`src/rtl/rtc_seconds.sv`:
```
`timescale 1ns/1ps
module rtc_seconds #(
  parameter int unsigned ALM_EN_BIT = 1
) (
  input  logic       clk,
  input  logic       rst_n,
  input  logic       tick_i,
  input  logic       wr_en,
  input  logic       rd_en,
  input  logic [3:0] addr,
  input  logic [7:0] wdata,
  output logic [7:0] rdata,
  output logic       alarm_irq
);
  localparam logic [3:0] A_RUN  = 4'h0;
  localparam logic [3:0] A_AEN  = 4'h1;
  localparam logic [3:0] A_ASTS = 4'h2;
  localparam logic [1:0] W_REGS  = 2'd0;
  localparam logic [1:0] W_STAGE = 2'd1;
  localparam logic [1:0] W_COUNT = 2'd2;
  localparam logic [1:0] W_ALARM = 2'd3;

  logic [31:0] cnt_q, stage_q, alm_q, cnt_inc;
  logic        run_q, alm_en_q, alm_sts_q;
  logic [1:0]  win, lane;
  logic        load, step, fire, sts_clr;

  assign win     = addr[3:2];
  assign lane    = addr[1:0];
  assign cnt_inc = cnt_q + 32'd1;
  assign load    = wr_en && (win == W_STAGE) && (lane == 2'd0);
  assign step    = tick_i && run_q && !load;
  assign fire    = step && alm_en_q && (cnt_inc == alm_q);
  assign sts_clr = wr_en && (addr == A_ASTS) && !wdata[0];
  assign alarm_irq = alm_sts_q;

  always_ff @(posedge clk or negedge rst_n) begin
    if (!rst_n)    cnt_q <= '0;
    else if (load) cnt_q <= {stage_q[31:8], wdata};
    else if (step) cnt_q <= cnt_inc;
  end

  always_ff @(posedge clk or negedge rst_n) begin
    if (!rst_n) begin
      stage_q <= '0;
      alm_q   <= '0;
    end else if (wr_en) begin
      if (win == W_STAGE) stage_q[lane*8 +: 8] <= wdata;
      if (win == W_ALARM) alm_q[lane*8 +: 8]   <= wdata;
    end
  end

  always_ff @(posedge clk or negedge rst_n) begin
    if (!rst_n) begin
      run_q     <= 1'b0;
      alm_en_q  <= 1'b0;
      alm_sts_q <= 1'b0;
    end else begin
      if (wr_en && addr == A_RUN) run_q <= wdata[7];
      if (fire)                        alm_en_q <= 1'b0;
      else if (wr_en && addr == A_AEN) alm_en_q <= wdata[ALM_EN_BIT];
      if (fire)         alm_sts_q <= 1'b1;
      else if (sts_clr) alm_sts_q <= 1'b0;
    end
  end

  always_ff @(posedge clk or negedge rst_n) begin
    if (!rst_n) rdata <= '0;
    else if (rd_en) begin
      case (win)
        W_REGS: begin
          case (addr)
            A_RUN:   rdata <= {run_q, 7'b0};
            A_AEN:   rdata <= 8'(alm_en_q) << ALM_EN_BIT;
            A_ASTS:  rdata <= {7'b0, alm_sts_q};
            default: rdata <= 8'h00;
          endcase
        end
        W_STAGE: rdata <= stage_q[lane*8 +: 8];
        W_COUNT: rdata <= cnt_q[lane*8 +: 8];
        default: rdata <= alm_q[lane*8 +: 8];
      endcase
    end
  end
endmodule

```
`config.mk`:
```
export PLATFORM = sky130hd
export DESIGN_NAME = rtc_seconds
export DESIGN_NICKNAME = d
export VERILOG_FILES = /design/src/rtl/rtc_seconds.sv
export SDC_FILE = /design/constraint.sdc
export NUM_CORES = 1
export LEC_CHECK = 0
export BUFFER_PORTS_ARGS = -buffer_cell sky130_fd_sc_hd__buf_2
export CAP_MARGIN = 15
export CORE_UTILIZATION = 50
export DETAILED_ROUTE_END_ITERATION = 8
export GPL_ROUTABILITY_DRIVEN = 0
export PLACE_DENSITY = 0.64
export RECOVER_POWER = 25
export SLEW_MARGIN = 40
export SYNTH_ARGS = -nofsm -noshare
export SYNTH_HDL_FRONTEND = slang
export SYNTH_SLANG_ARGS = --single-unit
```
`constraint.sdc`:
```
create_clock -name clk -period 6.9 [get_ports clk]
set_clock_uncertainty 0.2 [all_clocks]
set_input_delay 1.38 -clock clk [delete_from_list [all_inputs] [get_ports clk]]
set_output_delay 1.38 -clock clk [all_outputs]
set_load 0.02 [all_outputs]
```
==> flow_summary_export.csv <==
group,metric,value,unit
sta,rsz0062_at_grt,"false",
routing,routed_wl,21.0,mm
sta,slew_viol_final,56,
cells_and_area,design_area,0.00701,sq mm
power_and_ir_drop,sw_frac_of_total,35.7,%
power_and_ir_drop,internal_power,1.11,mW
setup_path,criticalPathCategory,"in -> reg",
sta,maxSlewHeadroom,-93.8,%
floorplanning,die_y,117,um
power_and_ir_drop,power_density,247,mW/mm^2
cells_and_area,finalNetCount,768,
power_and_ir_drop,p_comb_share,21.4,%
synth,synth.top_cells.by_count,"nand2_1, dfrtp_1, o21ai_0",
clock_tree,cts_setup_buffers,0,
clock_tree,root_buffer,"clkbuf_16",
global_routing,gr-total-overflow,0,
sta,worstMarginPinSlew,2.91,ns
setup_path,critPathBufInv,2,
floorplanning,ios,26,
clock_tree,cts.hold.buffers_added,0,
setup_path,cpMaxStageDelayCell,"clkinv_1",
global_routing,grt_antenna_before_repair,0,
power_and_ir_drop,vdd_ir_drop_max,0.168,mV
synth,ys_top_cells_by_area,"dfrtp_1, nand2_1, o21ai_0, xnor2_1, xor2_1",
clock_tree,cts_buffers,9,
sta,setup_viol,0,
setup_path,cp_max_fo,61,
clock_tree,cts_tree,"yes",
synth,async_reset_ff_share,100,%
synth,syn-cell-area,0.00666,sq mm
synth,ys.flop_type,"dfrtp_1",
routing,vias_per_cell,6.41,
cells_and_area,drive_gt1_share,9.38,%
floorplanning,core_region_area,0.0128,sq mm
synth,ys_warn_count,0,
power_and_ir_drop,pwr-share-seq,48.6,%
floorplanning,die_area,0.0138,sq mm
synth,syn_nets,789,
routing,drc_errors,0,
synth,yosysTopAreaCellShare,40.2,%
power_and_ir_drop,power_switching,0.618,mW
synth,yosysUniqueCellTypes,71,
global_routing,grt_pass1_vias,5489,
routing,wl_per_cell,22.9,um
global_routing,grt_pass1_wl,32.8,mm
job,max-cap-violations,1,
cells_and_area,multiInputGateArea,0.00363,sq mm
clock_tree,cts_buffer_depth,2,
synth,synth_most_common_cell,"nand2_1",
synth,synth_seq_cells,107,
synth,yosysSeqAreaShare,40.2,%
cells_and_area,filler_cell_count,1193,
worst_hold_path,min_from,"stage_q[3]",
synth,synth_cells,762,
sta,fmax,0.201,GHz
placement,dp_hpwl,15.5,mm
power_and_ir_drop,p_leak,2.77,nW
global_routing,grt_usage,31.8,%
setup_path,worstPathCellList,"buf_2 > clkinv_1 > ha_1 > and3_4 > or4_1 > a2111oi_1 > nand4_1 > a2111oi_2 > and4_1 > nor2_1",
clock_tree,cts.sinks,107,
setup_path,cp-startpoint,"addr[1]",
setup_path,rr_startpoint,"cnt_q[0]",
synth,synth.avg_cell_area,8.74,sq um
floorplanning,die_x,117,um
setup_path,cp.required,6.96,ns
setup_path,critical_path.endpoint_type,"register",
routing,drt_first_pass_iters,5,
floorplanning,std_cell_rows,41,
status,violations,"capacitance limit, slew limit",
global_routing,grt_start_max_net_pins,62,
routing,drt_iter0_markers,832,
cells_and_area,regArea,0.00268,sq mm
sta,final_hold_viol_count,0,
placement,portBuffers,25,
placement,place_area,0.00671,sq mm
cells_and_area,final_cells,918,
clock_tree,insertion_delay,0.37,ns
routing,via_count,5887,
status,status,"finished, violations left",
sta,fin_crit_sh,72.0,%
power_and_ir_drop,clock_power_share,30.0,%
cells_and_area,syn2layout_area_growth,5.17,%
setup_path,crit_family,"simple AND/OR/NAND/NOR gates",
setup_path,crit_arrival,5.03,ns
routing,final_antenna_net_count,0,
synth,synth_area_leader_cell,"dfrtp_1",
clock_tree,clk_pin_slew,0.08,ns
setup_path,critical-path-max-stage-delay,0.61,ns
power_and_ir_drop,power,1.73,mW
synth,synth_edf_count,0,
setup_path,startpoint_type,"primary input",
clock_tree,htree_levels,3,
placement,dp_cells,902,
cells_and_area,n_antenna_cell,0,
sta,setup-tns-final,0,ns
worst_hold_path,hold_class,"reg -> reg",
floorplanning,start_util,51.9,%
sta,min_period,4.97,ns
clock_tree,post_cts_resized,0,
-- path summary, 6_finish.rpt --
kind | to | slack [ns] | cells after the start
worst max-delay path | alm_en_q | 1.93 | 10
worst min-delay path | stage_q[3] | 0.31 | 2
worst max register to register | alm_en_q | 3.74 | 8
worst min register to register | stage_q[3] | 0.31 | 2
max in group asynchronous | alm_q[0] | 2.88 | 2
min in group asynchronous | cnt_q[22] | 1.74 | 1
-- routing by layer --
layer	routed length [um]	global-route usage (%)	up-vias	part of all wire, %
met5	0	0	-	0
met4	807	13.6	0	3.8
met3	2060	8.41	57	9.8
met1	8900	44.2	2851	42
met2	9240	46.4	304	44
li1	-	-	2675	-
-- tightest hold or removal path: cells and delay by family (launching register included) --
kind / cells / cell delay [ns]
flip-flops: 1 / 0.36
AND/OR/NAND/NOR: 1 / 0.05
AO/OA/AOI/OAI: 1 / 0.06
-- placed cells by master, fill, tap and decap left out, types with 5 or more instances in the layout --
cell type  instances
buf_2             23
a21oi_1            9
xnor2_1           38
nor2_1            34
and4_1             5
clkbuf_16          9
a22oi_1           12
dfrtp_1          107
xor2_1            31
a221oi_1          20
o211ai_1           7
o311ai_0           5
a211oi_1           8
inv_1              8
nand4_1           12
o21ai_0          104
nand3_1           24
nand2_1          160
or3_1              9
a31oi_1            8
ha_1               9
mux4_2             5
nor3_1             9
o22ai_1            7
-- registers in the layout (all words and copies together) (netlist names) --
register and cells:
alarm_irq 1, alm_en_q 1, alm_q 32, cnt_q 32, rdata 8, run_q 1
stage_q 32
-- through the flow --
step                hold slack (ns)  util, %  worst slack (ns)
CTS                           0.303     54.7              2.04
floorplan                     0.250        -              2.70
global route                  0.343     54.6              1.72
detailed placement            0.287     52.3              1.65
finish                        0.308     54.6              1.93
global placement              0.288     52.1              1.71
-- kinds of logic (layout without fill, tap and decap cells) --
group,after synthesis,count (layout),synth area share (%)
simple gates,297,297,21.7
buf+inv,70,54,5.78
xor+xnor,69,69,9.07
mux,10,10,2.46
fa+ha+maj,10,10,1.88
flops,107,107,40.2
compound gates,199,199,18.9
-- power by group through the flow --
stage                     Clock [mW]  Combinational, mW  Sequential (mW)
after floorplan                    0              0.312            0.774
after global placement             0              0.355            0.846
after detailed placement           0              0.363            0.845
after CTS                      0.524              0.365            0.833
after global routing           0.547              0.404            0.847
final                          0.519              0.371            0.840
-- layout make-up --
cell class	instances	share of cell area, %
flip-flops and latches	107	38.2
clock buffers	10	3.41
multi-input cells	585	51.8
well taps	172	3.07
inverters	10	0.536
clock inverters	6	0.839
repair buffers	28	2.07
Power figures use the tool's default switching activity.
